### src/rtl/serial_tx_pkg.sv
package serial_tx_pkg;

  localparam int BYTE_W   = 8;
  localparam int DIV_W    = 2 * BYTE_W;
  localparam int ADDR_W   = 2;
  localparam int MIN_WORD = BYTE_W - 3;

  localparam logic [ADDR_W-1:0] ADDR_DATA  = 2'd0;
  localparam logic [ADDR_W-1:0] ADDR_DIVHI = 2'd1;
  localparam logic [ADDR_W-1:0] ADDR_LINE  = 2'd2;

  // control byte, MSB first
  typedef struct packed {
    logic       bank;
    logic       brk;
    logic       stickSel;
    logic       evenSel;
    logic       parEn;
    logic       twoStop;
    logic [1:0] wordSel;
  } lineCtl_t;

  // frame format captured at load
  typedef struct packed {
    logic [1:0] wordSel;
    logic       twoStop;
    logic       parEn;
  } frameCfg_t;

  typedef enum logic [1:0] {
    OUT_MARK,
    OUT_SPACE,
    OUT_DATA,
    OUT_PARITY
  } outSel_t;

  // control to datapath strobes
  typedef struct packed {
    logic    load;
    logic    shift;
    outSel_t outSel;
  } txStrobe_t;

  typedef enum logic [2:0] {
    ST_IDLE,
    ST_START,
    ST_DATA,
    ST_PARITY,
    ST_STOP
  } txState_t;

endpackage

### src/rtl/serial_tx_baud.sv
module serial_tx_baud
  import serial_tx_pkg::*;
(
  input  logic             clk,
  input  logic             rstN,
  input  logic [DIV_W-1:0] divisor,
  input  logic             restart,
  output logic             tick
);

  localparam logic [DIV_W-1:0] ONE = DIV_W'(1);

  logic [DIV_W-1:0] cnt;
  logic             running;
  logic             atLimit;

  assign running = (divisor != '0);
  assign atLimit = (cnt == divisor - ONE);
  assign tick    = running && !restart && atLimit;

  always_ff @(posedge clk or negedge rstN) begin
    if (!rstN) begin
      cnt <= '0;
    end else if (restart || !running || atLimit) begin
      cnt <= '0;
    end else begin
      cnt <= cnt + ONE;
    end
  end

endmodule

### src/rtl/serial_tx_datapath.sv
module serial_tx_datapath
  import serial_tx_pkg::*;
(
  input  logic              clk,
  input  logic              rstN,
  input  logic              busWe,
  input  logic [ADDR_W-1:0] busAddr,
  input  logic [BYTE_W-1:0] busWdata,
  input  txStrobe_t         strobe,
  output logic              holdFull,
  output frameCfg_t         frameCfg,
  output logic [DIV_W-1:0]  divisor,
  output logic              divWrite,
  output logic              breakOn,
  output logic              txOut
);

  lineCtl_t          lineCtl;
  logic [BYTE_W-1:0] holdReg;
  logic [BYTE_W-1:0] shiftReg;
  logic [BYTE_W-1:0] wordMask;
  logic              parBit;
  logic              parNext;
  logic              holdWr;
  logic              divLoWr;
  logic              divHiWr;
  logic              lineWr;
  logic              dataSel;

  // address decode, bank bit picks the second register set
  assign dataSel  = busWe && (busAddr == ADDR_DATA);
  assign holdWr   = dataSel && !lineCtl.bank;
  assign divLoWr  = dataSel && lineCtl.bank;
  assign divHiWr  = busWe && (busAddr == ADDR_DIVHI) && lineCtl.bank;
  assign lineWr   = busWe && (busAddr == ADDR_LINE);
  assign divWrite = divLoWr || divHiWr;
  assign breakOn  = lineCtl.brk;

  // data bits covered by the selected word length
  for (genvar i = 0; i < BYTE_W; i++) begin : g_mask
    assign wordMask[i] = (4'(i) < (4'(MIN_WORD) + {2'b00, lineCtl.wordSel}));
  end

  always_comb begin
    if (lineCtl.stickSel) begin
      parNext = !lineCtl.evenSel;
    end else if (lineCtl.evenSel) begin
      parNext = ^(holdReg & wordMask);
    end else begin
      parNext = ~^(holdReg & wordMask);
    end
  end

  always_ff @(posedge clk or negedge rstN) begin
    if (!rstN) begin
      lineCtl <= '0;
      divisor <= '0;
    end else begin
      if (lineWr) lineCtl <= lineCtl_t'(busWdata);
      if (divLoWr) divisor[BYTE_W-1:0] <= busWdata;
      if (divHiWr) divisor[DIV_W-1:BYTE_W] <= busWdata;
    end
  end

  always_ff @(posedge clk or negedge rstN) begin
    if (!rstN) begin
      holdReg  <= '0;
      holdFull <= 1'b0;
    end else begin
      if (holdWr) holdReg <= busWdata;
      if (holdWr) begin
        holdFull <= 1'b1;
      end else if (strobe.load) begin
        holdFull <= 1'b0;
      end
    end
  end

  always_ff @(posedge clk or negedge rstN) begin
    if (!rstN) begin
      shiftReg <= '0;
      parBit   <= 1'b0;
      frameCfg <= '0;
    end else if (strobe.load) begin
      shiftReg <= holdReg;
      parBit   <= parNext;
      frameCfg <= '{wordSel: lineCtl.wordSel, twoStop: lineCtl.twoStop,
                    parEn: lineCtl.parEn};
    end else if (strobe.shift) begin
      shiftReg <= shiftReg >> 1;
    end
  end

  always_comb begin
    unique case (strobe.outSel)
      OUT_SPACE:  txOut = 1'b0;
      OUT_DATA:   txOut = shiftReg[0];
      OUT_PARITY: txOut = parBit;
      default:    txOut = 1'b1;
    endcase
    if (lineCtl.brk) txOut = 1'b0;
  end

endmodule

### src/rtl/serial_tx_ctrl.sv
module serial_tx_ctrl
  import serial_tx_pkg::*;
#(
  parameter int OVS = 16
) (
  input  logic      clk,
  input  logic      rstN,
  input  logic      tick,
  input  logic      holdFull,
  input  frameCfg_t cfg,
  output txStrobe_t strobe,
  output logic      frameIdle
);

  localparam int CNT_W = $clog2(2 * OVS);
  localparam int IDX_W = $clog2(BYTE_W);
  localparam logic [CNT_W-1:0] LAST_ONE  = CNT_W'(OVS - 1);
  localparam logic [CNT_W-1:0] LAST_HALF = CNT_W'(OVS + OVS / 2 - 1);
  localparam logic [CNT_W-1:0] LAST_TWO  = CNT_W'(2 * OVS - 1);
  localparam logic [IDX_W-1:0] MIN_LAST  = IDX_W'(MIN_WORD - 1);

  txState_t         state;
  logic [CNT_W-1:0] subCnt;
  logic [CNT_W-1:0] lastSub;
  logic [IDX_W-1:0] bitIdx;
  logic [IDX_W-1:0] lastIdx;
  logic             bitEnd;
  logic             loadNow;

  always_comb begin
    lastSub = LAST_ONE;
    if (state == ST_STOP && cfg.twoStop) begin
      lastSub = (cfg.wordSel == 2'b00) ? LAST_HALF : LAST_TWO;
    end
  end

  assign lastIdx   = MIN_LAST + IDX_W'(cfg.wordSel);
  assign bitEnd    = tick && (subCnt == lastSub);
  assign loadNow   = tick && holdFull &&
                     ((state == ST_IDLE) || (state == ST_STOP && bitEnd));
  assign frameIdle = (state == ST_IDLE);

  always_comb begin
    strobe.load  = loadNow;
    strobe.shift = (state == ST_DATA) && bitEnd;
    unique case (state)
      ST_START:  strobe.outSel = OUT_SPACE;
      ST_DATA:   strobe.outSel = OUT_DATA;
      ST_PARITY: strobe.outSel = OUT_PARITY;
      default:   strobe.outSel = OUT_MARK;
    endcase
  end

  always_ff @(posedge clk or negedge rstN) begin
    if (!rstN) begin
      state  <= ST_IDLE;
      subCnt <= '0;
      bitIdx <= '0;
    end else begin
      if (state != ST_IDLE && tick) begin
        subCnt <= bitEnd ? '0 : subCnt + CNT_W'(1);
      end
      unique case (state)
        ST_IDLE: begin
          if (loadNow) begin
            state  <= ST_START;
            subCnt <= '0;
          end
        end
        ST_START: begin
          if (bitEnd) begin
            state  <= ST_DATA;
            bitIdx <= '0;
          end
        end
        ST_DATA: begin
          if (bitEnd) begin
            if (bitIdx == lastIdx) begin
              state <= cfg.parEn ? ST_PARITY : ST_STOP;
            end else begin
              bitIdx <= bitIdx + IDX_W'(1);
            end
          end
        end
        ST_PARITY: begin
          if (bitEnd) state <= ST_STOP;
        end
        ST_STOP: begin
          if (bitEnd) state <= loadNow ? ST_START : ST_IDLE;
        end
        default: state <= ST_IDLE;
      endcase
    end
  end

endmodule

### src/rtl/serial_tx_core.sv
module serial_tx_core
  import serial_tx_pkg::*;
#(
  parameter int OVS = 16
) (
  input  logic              clk,
  input  logic              rstN,
  input  logic              busWe,
  input  logic [ADDR_W-1:0] busAddr,
  input  logic [BYTE_W-1:0] busWdata,
  output logic              txOut,
  output logic              holdEmpty,
  output logic              txEmpty
);

  txStrobe_t        strobe;
  frameCfg_t        frameCfg;
  logic [DIV_W-1:0] divisor;
  logic             divWrite;
  logic             breakOn;
  logic             holdFull;
  logic             frameIdle;
  logic             tick;

  serial_tx_baud baud_i (
    .clk     (clk),
    .rstN    (rstN),
    .divisor (divisor),
    .restart (divWrite),
    .tick    (tick)
  );

  serial_tx_datapath dp_i (
    .clk      (clk),
    .rstN     (rstN),
    .busWe    (busWe),
    .busAddr  (busAddr),
    .busWdata (busWdata),
    .strobe   (strobe),
    .holdFull (holdFull),
    .frameCfg (frameCfg),
    .divisor  (divisor),
    .divWrite (divWrite),
    .breakOn  (breakOn),
    .txOut    (txOut)
  );

  serial_tx_ctrl #(.OVS(OVS)) ctrl_i (
    .clk       (clk),
    .rstN      (rstN),
    .tick      (tick),
    .holdFull  (holdFull),
    .cfg       (frameCfg),
    .strobe    (strobe),
    .frameIdle (frameIdle)
  );

  assign holdEmpty = !holdFull;
  assign txEmpty   = !holdFull && frameIdle;

endmodule

### config.mk
export PLATFORM = sky130hd
export DESIGN_NAME = serial_tx_core
export DESIGN_NICKNAME = d
export VERILOG_FILES = /design/src/rtl/serial_tx_pkg.sv /design/src/rtl/serial_tx_baud.sv /design/src/rtl/serial_tx_datapath.sv /design/src/rtl/serial_tx_ctrl.sv /design/src/rtl/serial_tx_core.sv
export SDC_FILE = /design/constraint.sdc
export NUM_CORES = 1
export LEC_CHECK = 0
export BUFFER_PORTS_ARGS = -buffer_cell sky130_fd_sc_hd__buf_2
export CAP_MARGIN = 5
export CORE_MARGIN = 1.5
export CORE_UTILIZATION = 55
export DETAILED_ROUTE_END_ITERATION = 7
export GPL_ROUTABILITY_DRIVEN = 0
export HOLD_SLACK_MARGIN = 0.05
export PLACE_DENSITY_LB_ADDON = 0.08
export SETUP_SLACK_MARGIN = 0.4
export SYNTH_ARGS = -nofsm -noshare
export SYNTH_HDL_FRONTEND = slang
export SYNTH_HIERARCHICAL = 1
export SYNTH_SLANG_ARGS = --single-unit
### constraint.sdc
create_clock -name clk -period 7.54 [get_ports clk]
set_input_delay 0 -clock clk [delete_from_list [all_inputs] [get_ports clk]]
set_output_delay 0 -clock clk [all_outputs]
set_load 0.03 [all_outputs]
* Yosys cells after proc, flatten, opt, wreduce, memory -nomap -nowiden
Cells that the tools add are included.
Storage, ports and cells: bits of input ports 13, flip-flop bits (word level) 73, memories kept 0, RAM bits 0, word-level logic and storage cells 120, bits in latches 0, output and inout port bits 3, bits in read-only memories 0
Cells by class: shift operators 0, $lt $le $gt $ge 8, bitwise logic cells 1, reduce and logical (&&, ||, !) cells 37, mux-type cells 29, $add $sub $neg 6, eq/ne operators 19, multiply operators 0, divide/modulo/power cells 0
Operators with widths (number):
- $mux 3 | 10
- $mux 5 | 5
- $add 16x1->16 const B | 1
- $eq 16x16->1 | 1
- $logic_and 1x1->1 | 16
- $lt 3x4->1 const A | 4
- $mux 16 | 1
- $mux 8 | 2
- $reduce_bool 16->1 | 1
- $sub 16x1->16 const B | 1
- $pmux 3 s5 | 1
- $ne 2x1->1 const B | 5
- $and 8x8->8 | 1
- $lt 1x4->1 const A | 2
- $lt 2x4->1 const A | 2
- $reduce_xnor 8->1 | 1
- $reduce_xor 8->1 | 1
- $eq 2x2->1 const B | 3
- $eq 3x2->1 const B | 2
- $mux 1 | 6
- $pmux 2 s3 | 1
- $pmux 3 s2 | 1
- $reduce_and 6->1 | 1
- $reduce_bool 2->1 | 3
- 18 further kinds | 28

* Depth between registers and ports, before layout
depth in word-level cells 14, gate-level depth with buffers 18, gate-level depth less buffers 15

* Cells and area by module
The synthesis kept the hierarchy.
By module, submodules not included:
- serial_tx_datapath | instances 1, sequential area each 1151.1 um2, cells an instance 136, area each 1944.4 um2
- serial_tx_baud | instances 1, sequential area each 400.4 um2, cells an instance 158, area each 1388.8 um2
- serial_tx_ctrl | instances 1, sequential area each 275.3 um2, cells an instance 95, area each 799.5 um2
- serial_tx_core | instances 1, sequential area each 0.0 um2, cells an instance 2, area each 10.0 um2

* Least setup slack after synthesis
No wires, ideal clock.
kind reg-to-reg, start point register dp_i.divisor[3], end point register, netlist name dp_i/frameCfg[1], buffers on the path 3, clock period less this slack 3680 ps, data required time 7415 ps, slack 3860 ps, arrival time 3555 ps, setup time 125 ps, cell stages (with the launch flop) 15, cells stage by stage dfrtp_1 -> nor4_4 -> and3_1 -> a31o_2 -> o2111ai_2 -> nor4_4 -> and2_1 -> buf_2 -> inv_2 -> nor3_2 -> a22oi_2 -> a21oi_1 -> buf_4 -> clkbuf_1 -> mux2_2
Between the ends: longest elaborated chain between the ends 7, elaborated cells between the ends (all ways) 10, classes of those cells add/sub: 1; eq/ne: 1; reduce/logical: 8
RTL lines:
- start: declaration | RTL line serial_tx_datapath.sv:12 | output logic [DIV_W-1:0] divisor,
- start signal: indexed assignment | RTL line serial_tx_datapath.sv:60 | if (divLoWr) divisor[BYTE_W-1:0] <= busWdata;
- start signal: indexed assignment | RTL line serial_tx_datapath.sv:61 | if (divHiWr) divisor[DIV_W-1:BYTE_W] <= busWdata;
- $sub 16x1->16 or $reduce_bool 16->1 (tied branches) | RTL line serial_tx_baud.sv:18, serial_tx_baud.sv:17
- $eq 16x16->1 or $logic_and 1x1->1 (tied branches) | RTL line serial_tx_baud.sv:18, serial_tx_baud.sv:19
- $logic_and 1x1->1 (*) | RTL line serial_tx_baud.sv:19 | assign tick = running && !restart && atLimit;
- via tick | RTL line serial_tx_core.sv:23 | logic tick;
- $logic_and 1x1->1 | RTL line serial_tx_ctrl.sv:38 | assign bitEnd = tick && (subCnt == lastSub);
- $logic_and 1x1->1 | RTL line serial_tx_ctrl.sv:40 | ((state == ST_IDLE) || (state == ST_STOP && bitEnd));
- $logic_or 1x1->1 | RTL line serial_tx_ctrl.sv:40
- $logic_and 1x1->1 (*) | RTL line serial_tx_ctrl.sv:39 | assign loadNow = tick && holdFull &&
- via ctrl_i.loadNow | RTL line serial_tx_ctrl.sv:28 | logic loadNow;
Mark *: on every way through the listed nets, which the timed path passes. The rest lies on a longest branch. A chain may end at the register's enable or synchronous reset.

* Final worst setup path
start point register dp_i.divisor[3], end point register ctrl_i.bitIdx[2]
Between the ends: longest elaborated chain between the ends 6, elaborated cells between the ends (all ways) 9, classes of those cells add/sub: 1; eq/ne: 3; reduce/logical: 5
RTL lines:
- $sub 16x1->16 or $reduce_bool 16->1 (tied branches) | RTL line serial_tx_baud.sv:18, serial_tx_baud.sv:17
- $eq 16x16->1 or $logic_and 1x1->1 (tied branches) | RTL line serial_tx_baud.sv:18, serial_tx_baud.sv:19
- $logic_and 1x1->1 (*) | RTL line serial_tx_baud.sv:19
- via tick | RTL line serial_tx_core.sv:23
- $logic_and 1x1->1 (*) | RTL line serial_tx_ctrl.sv:38
- $ne 2x1->1 (no source line)
- $reduce_and 4->1 (no source line) (*)
- end signal: assignment | RTL line serial_tx_ctrl.sv:81 | bitIdx <= bitIdx + IDX_W'(1);
- end: declaration | RTL line serial_tx_ctrl.sv:25 | logic [IDX_W-1:0] bitIdx;
Marks and branches as above.

==> summary.md <==
| Metric | Value |
|---|---|
| Outcome | finished clean |
| Total of max-cap violations | 0 |
| Yosys synthesis warning count | 6 |
| Layout net count | 433 |
| TritonCTS buffer count | 9 |
| NetSw | 441.9 uW |
| Crit-path max cell delay | 0.80 ns |
| Clock Pin Slew Worst Setup and Hold Paths | 0.08 ns |
| Floorplan row count | 31 |
| Clock H-tree levels | 3 |
| Max Fclk | 231.5 MHz |
| Final-report max-slew violation count | 0 |
| Unrepaired setup endpoints after global routing | no |
| Via count | 2,952 |
| Sort of element at the end of the critical path | flop |
| Detailed router's first-iteration violation count | 183 |
| Pre-CTS setup slack | 3.214 ns |
| Slew Limit Headroom | 39.16% |
| Register bit total from synthesis | 73 |
| CTS tree | done |
| Largest net degree at the start of global routing | 74 |
| Post-detailed-route wirelength per cell | 16.24 um |
| Cell repeated most along the worst path | sky130_fd_sc_hd__nor4_4 |
| DRT Pass-1 Iters | 4 |
| Slowest cell on the critical path | sky130_fd_sc_hd__nor4_4 |
| Worst path required time | 7.79 ns |
| Element type at the critical path start | flop |
| Count of buffer and inverter cells on the critical path | 1 |
| DIE WIDTH | 89.79 um |
| Overall overflow remaining after global route | 0 |
| Count of antenna-violating nets left after detailed routing | 0 |
| TritonCTS Sinks | 73 |
| Total placed cells including tap cells | 494 |
| Number of global-route vias before repair | 2,897 |
| # setup viols final | 0 |
| Relative area change from synthesis to final layout | 10.12% |
| Share of the clock period used by the worst path after layout | 57.30% |
| Detailed-placement wirelength estimate | 5957 um |
| Layout cell share with drive strength beyond 1 | 17.86% |
| Sequential fraction of design power | 47.9% |
| # hold bufs at CTS | 9 |
| Reg2Reg Launch Point | dp_i/divisor[3] |
| First-pass GRT wire length | 14,370 um |
| Area enclosed by the die boundary | 8062 sq um |
| End of the worst register-to-register path | ctrl_i/bitIdx[2] |
| Critical path type | reg -> reg |
| Critical path cell sequence | nor4_4, and3_1, a31o_2, o2111ai_2, nor4_4, and2_1, inv_2, nor4_4, a22oi_1, o21ai_1, nand2_1 |
| Biggest area contributors in the synthesized netlist | sky130_fd_sc_hd__dfrtp_1, sky130_fd_sc_hd__xnor2_1, sky130_fd_sc_hd__mux2_1 |
| Share of total power consumed by net switching | 36.23% |
| Synthesized Nets | 409 |
| Count of unresolved DRC violations after routing | 0 |
| Part of the power in combinational logic | 29.4% |
| Number of antenna violations at the first check in global routing | 0 |
| Clk pwr share | 22.8% |
| Register-to-register path setup slack | 3.22 ns |
| Cell type with the highest aggregate area in the netlist | sky130_fd_sc_hd__dfrtp_1 |
| Post-Syn Area | 4143 sq um |
| Total Routing Usage GR | 22.59% |
| Worst-case reg-to-reg path depth | 11 |
| Distinct cell type count after synthesis | 68 |
| Inserted Diodes | 0 |
| Async set-reset flop share out of synthesis | 100.0% |
| I/O pin count | 16 |
| Number of filler instances in the final layout | 629 |
| Initial standard-cell utilization of the core | 57.12% |
| Number of buffers on the longest clock path | 2 |
| Cell Count, Final, Fillers Out | 519 |
| Top cell type's share of synthesized area | 44.10% |
| Register area share after synthesis | 44.10% |
| Min-delay worst type | in -> reg |
| Number of instances in the synthesized netlist | 391 |
| Count of flip-flops with a built-in enable after synthesis | 0 |
| Cell count of the worst hold path | 3 |
| Total setup buffers inserted after CTS | 0 |
| Count of input and output buffers | 15 |
| Floorplan Core Area | 7253 sq um |
| Endpoint with the worst hold slack | dp_i/holdFull |
| Avg Cell Area, Syn | 10.60 sq um |
| Actual slew at the worst max-slew pin | 0.9125 ns |
| Buffer type at the clock tree root | sky130_fd_sc_hd__clkbuf_8 |
| Detailed Route WL | 8429 um |
| Top fanout value on the critical path | 17 |
| Die outline height | 89.79 um |
| Average via count per standard cell | 5.688 |
| Most common cell after layout, fill and taps aside | sky130_fd_sc_hd__dfrtp_1 |
| Count of endpoints failing hold in the final timing report | 0 |
| Cell family with most CP delay | simple AND/OR/NAND/NOR gates |
| Signal arrival time at the worst endpoint | 4.57 ns |
| Worst supply voltage drop on vdd | 0.1746 mV |
| Crit path time final | 4.320 ns |
| Total internal power | 777.8 uW |
| Worst Skew | 0.009340 ns |
| Post-cts gate resize count | 0 |
| Pwr dens | 267.4 nW/um^2 |
| Dominant register cell in the synthesized netlist | sky130_fd_sc_hd__dfrtp_1 |
| Leading cell types in the layout, fill and taps excluded | sky130_fd_sc_hd__dfrtp_1, sky130_fd_sc_hd__nand2_1, sky130_fd_sc_hd__xnor2_1, sky130_fd_sc_hd__nor2_1, sky130_fd_sc_hd__mux2_1 |
| Share of the core filled with cells in the final layout | 62.89% |
| Total Neg Setup Slack | 0 ns |
| Leakage power figure | 1.912 nW |
| Final Worst Setup Slack | 3.220 ns |
| Startpoint of the most critical setup path | dp_i/divisor[3] |
| Overall power after layout | 1.220 mW |
| Skew-Pair Late Insertion Delay | 0.35 ns |
| Hold Path Origin | busAddr[1] |
-- area by class of cell --
type                    instances  area (sq um)  share of cell area, %
multi-input cells             295          2211                  48.46
flip-flops and latches         73          1827                  40.04
repair buffers                 27         187.7                  4.114
clock buffers                  10         127.6                  2.798
well taps                      99         123.9                  2.715
clock inverters                 6         51.30                  1.125
inverters                       9         33.78                 0.7405
-- cell usage after synthesis, drive strengths merged, types with 2 or more instances --
cell and n:
nor3b 4, and3 7, dfrtp 73, inv 9
mux2i 8, o211ai 3, nand3b 3, or3 4
nand2b 2, nor2b 6, and2 2, and3b 2
a22o 3, nor4 8, nand2 45, xor2 11
ha 5, a32o 2, clkbuf 8, o31a 4
nand3 19, xnor2 27, a21boi 3, nand4 5
mux2 37, nand4b 2, o21ai 17, a22oi 2
buf 6, a21oi 8, and4bb 2, nor2 26
a31oi 2, nor3 8
-- how the worst max path moves through the flow --
stage	endpoint	slack, ns	cells past startpoint
after floorplan	dp_i/frameCfg[1]	3.86	14
after global placement	dp_i/frameCfg[3]	3.28	12
after detailed placement	ctrl_i/bitIdx[1]	3.21	11
after CTS	dp_i/frameCfg[2]	3.20	12
after global routing	ctrl_i/bitIdx[2]	2.84	11
final	ctrl_i/bitIdx[2]	3.22	11
-- flip-flops by register name, summed over array words and instances (netlist names) --
signal / cells
dp_i/divisor: 16
dp_i/holdFull: 1
ctrl_i/bitIdx: 3
ctrl_i/state: 3
dp_i/breakOn: 1
dp_i/frameCfg: 4
dp_i/holdReg: 8
dp_i/shiftReg: 8
baud_i/cnt: 16
ctrl_i/subCnt: 5
dp_i/lineCtl: 7
dp_i/parBit: 1
-- power by group through the flow --
stage          Sequential (mW)  Combinational, mW  Clock (mW)
5_1_grt                  0.597              0.399       0.303
6_report                 0.584              0.358       0.278
3_3_place_gp             0.586              0.348           0
3_5_place_dp             0.589              0.355           0
4_1_cts                  0.582              0.361       0.286
2_1_floorplan            0.546              0.307           0
-- layer usage --
metal | wire [um] | global-route usage, % | up-vias
met3 | 273 | 5.584 | 8
met2 | 4020 | 36.51 | 32
met1 | 4044 | 30.91 | 1460
li1 | - | - | 1452
met4 | 91 | 5.026 | 0
met5 | 0 | 0 | -
-- metrics by stage --
stage	cell area (sq um)	hold WS (ns)
3_3_place_gp	4293	0.2654
6_report	4562	0.1045
3_5_place_dp	4293	0.2744
5_1_grt	4562	0.1198
4_1_cts	4562	0.09638
2_1_floorplan	4143	-0.2956
-- worst reg2reg max path, cell delays in order, from the launching register on --
cell and delay [ns]:
sky130_fd_sc_hd__dfrtp_1 0.46, sky130_fd_sc_hd__nor4_4 0.56, sky130_fd_sc_hd__and3_1 0.25, sky130_fd_sc_hd__a31o_2 0.15, sky130_fd_sc_hd__o2111ai_2 0.15, sky130_fd_sc_hd__nor4_4 0.80
sky130_fd_sc_hd__and2_1 0.45, sky130_fd_sc_hd__inv_2 0.11, sky130_fd_sc_hd__nor4_4 0.74, sky130_fd_sc_hd__a22oi_1 0.31, sky130_fd_sc_hd__o21ai_1 0.19, sky130_fd_sc_hd__nand2_1 0.06
-- kinds of logic after synthesis --
family / Yosys count / share of synthesized area, %
AND/OR/NAND/NOR: 149 / 20.99
flip-flops: 73 / 44.10
AO/OA/AOI/OAI: 57 / 10.09
multiplexers: 45 / 11.99
XOR/XNOR: 39 / 8.789
buffers and inverters: 23 / 2.537
adder cells (fa/ha/maj): 5 / 1.510
(Power assumes the default switching activity.)
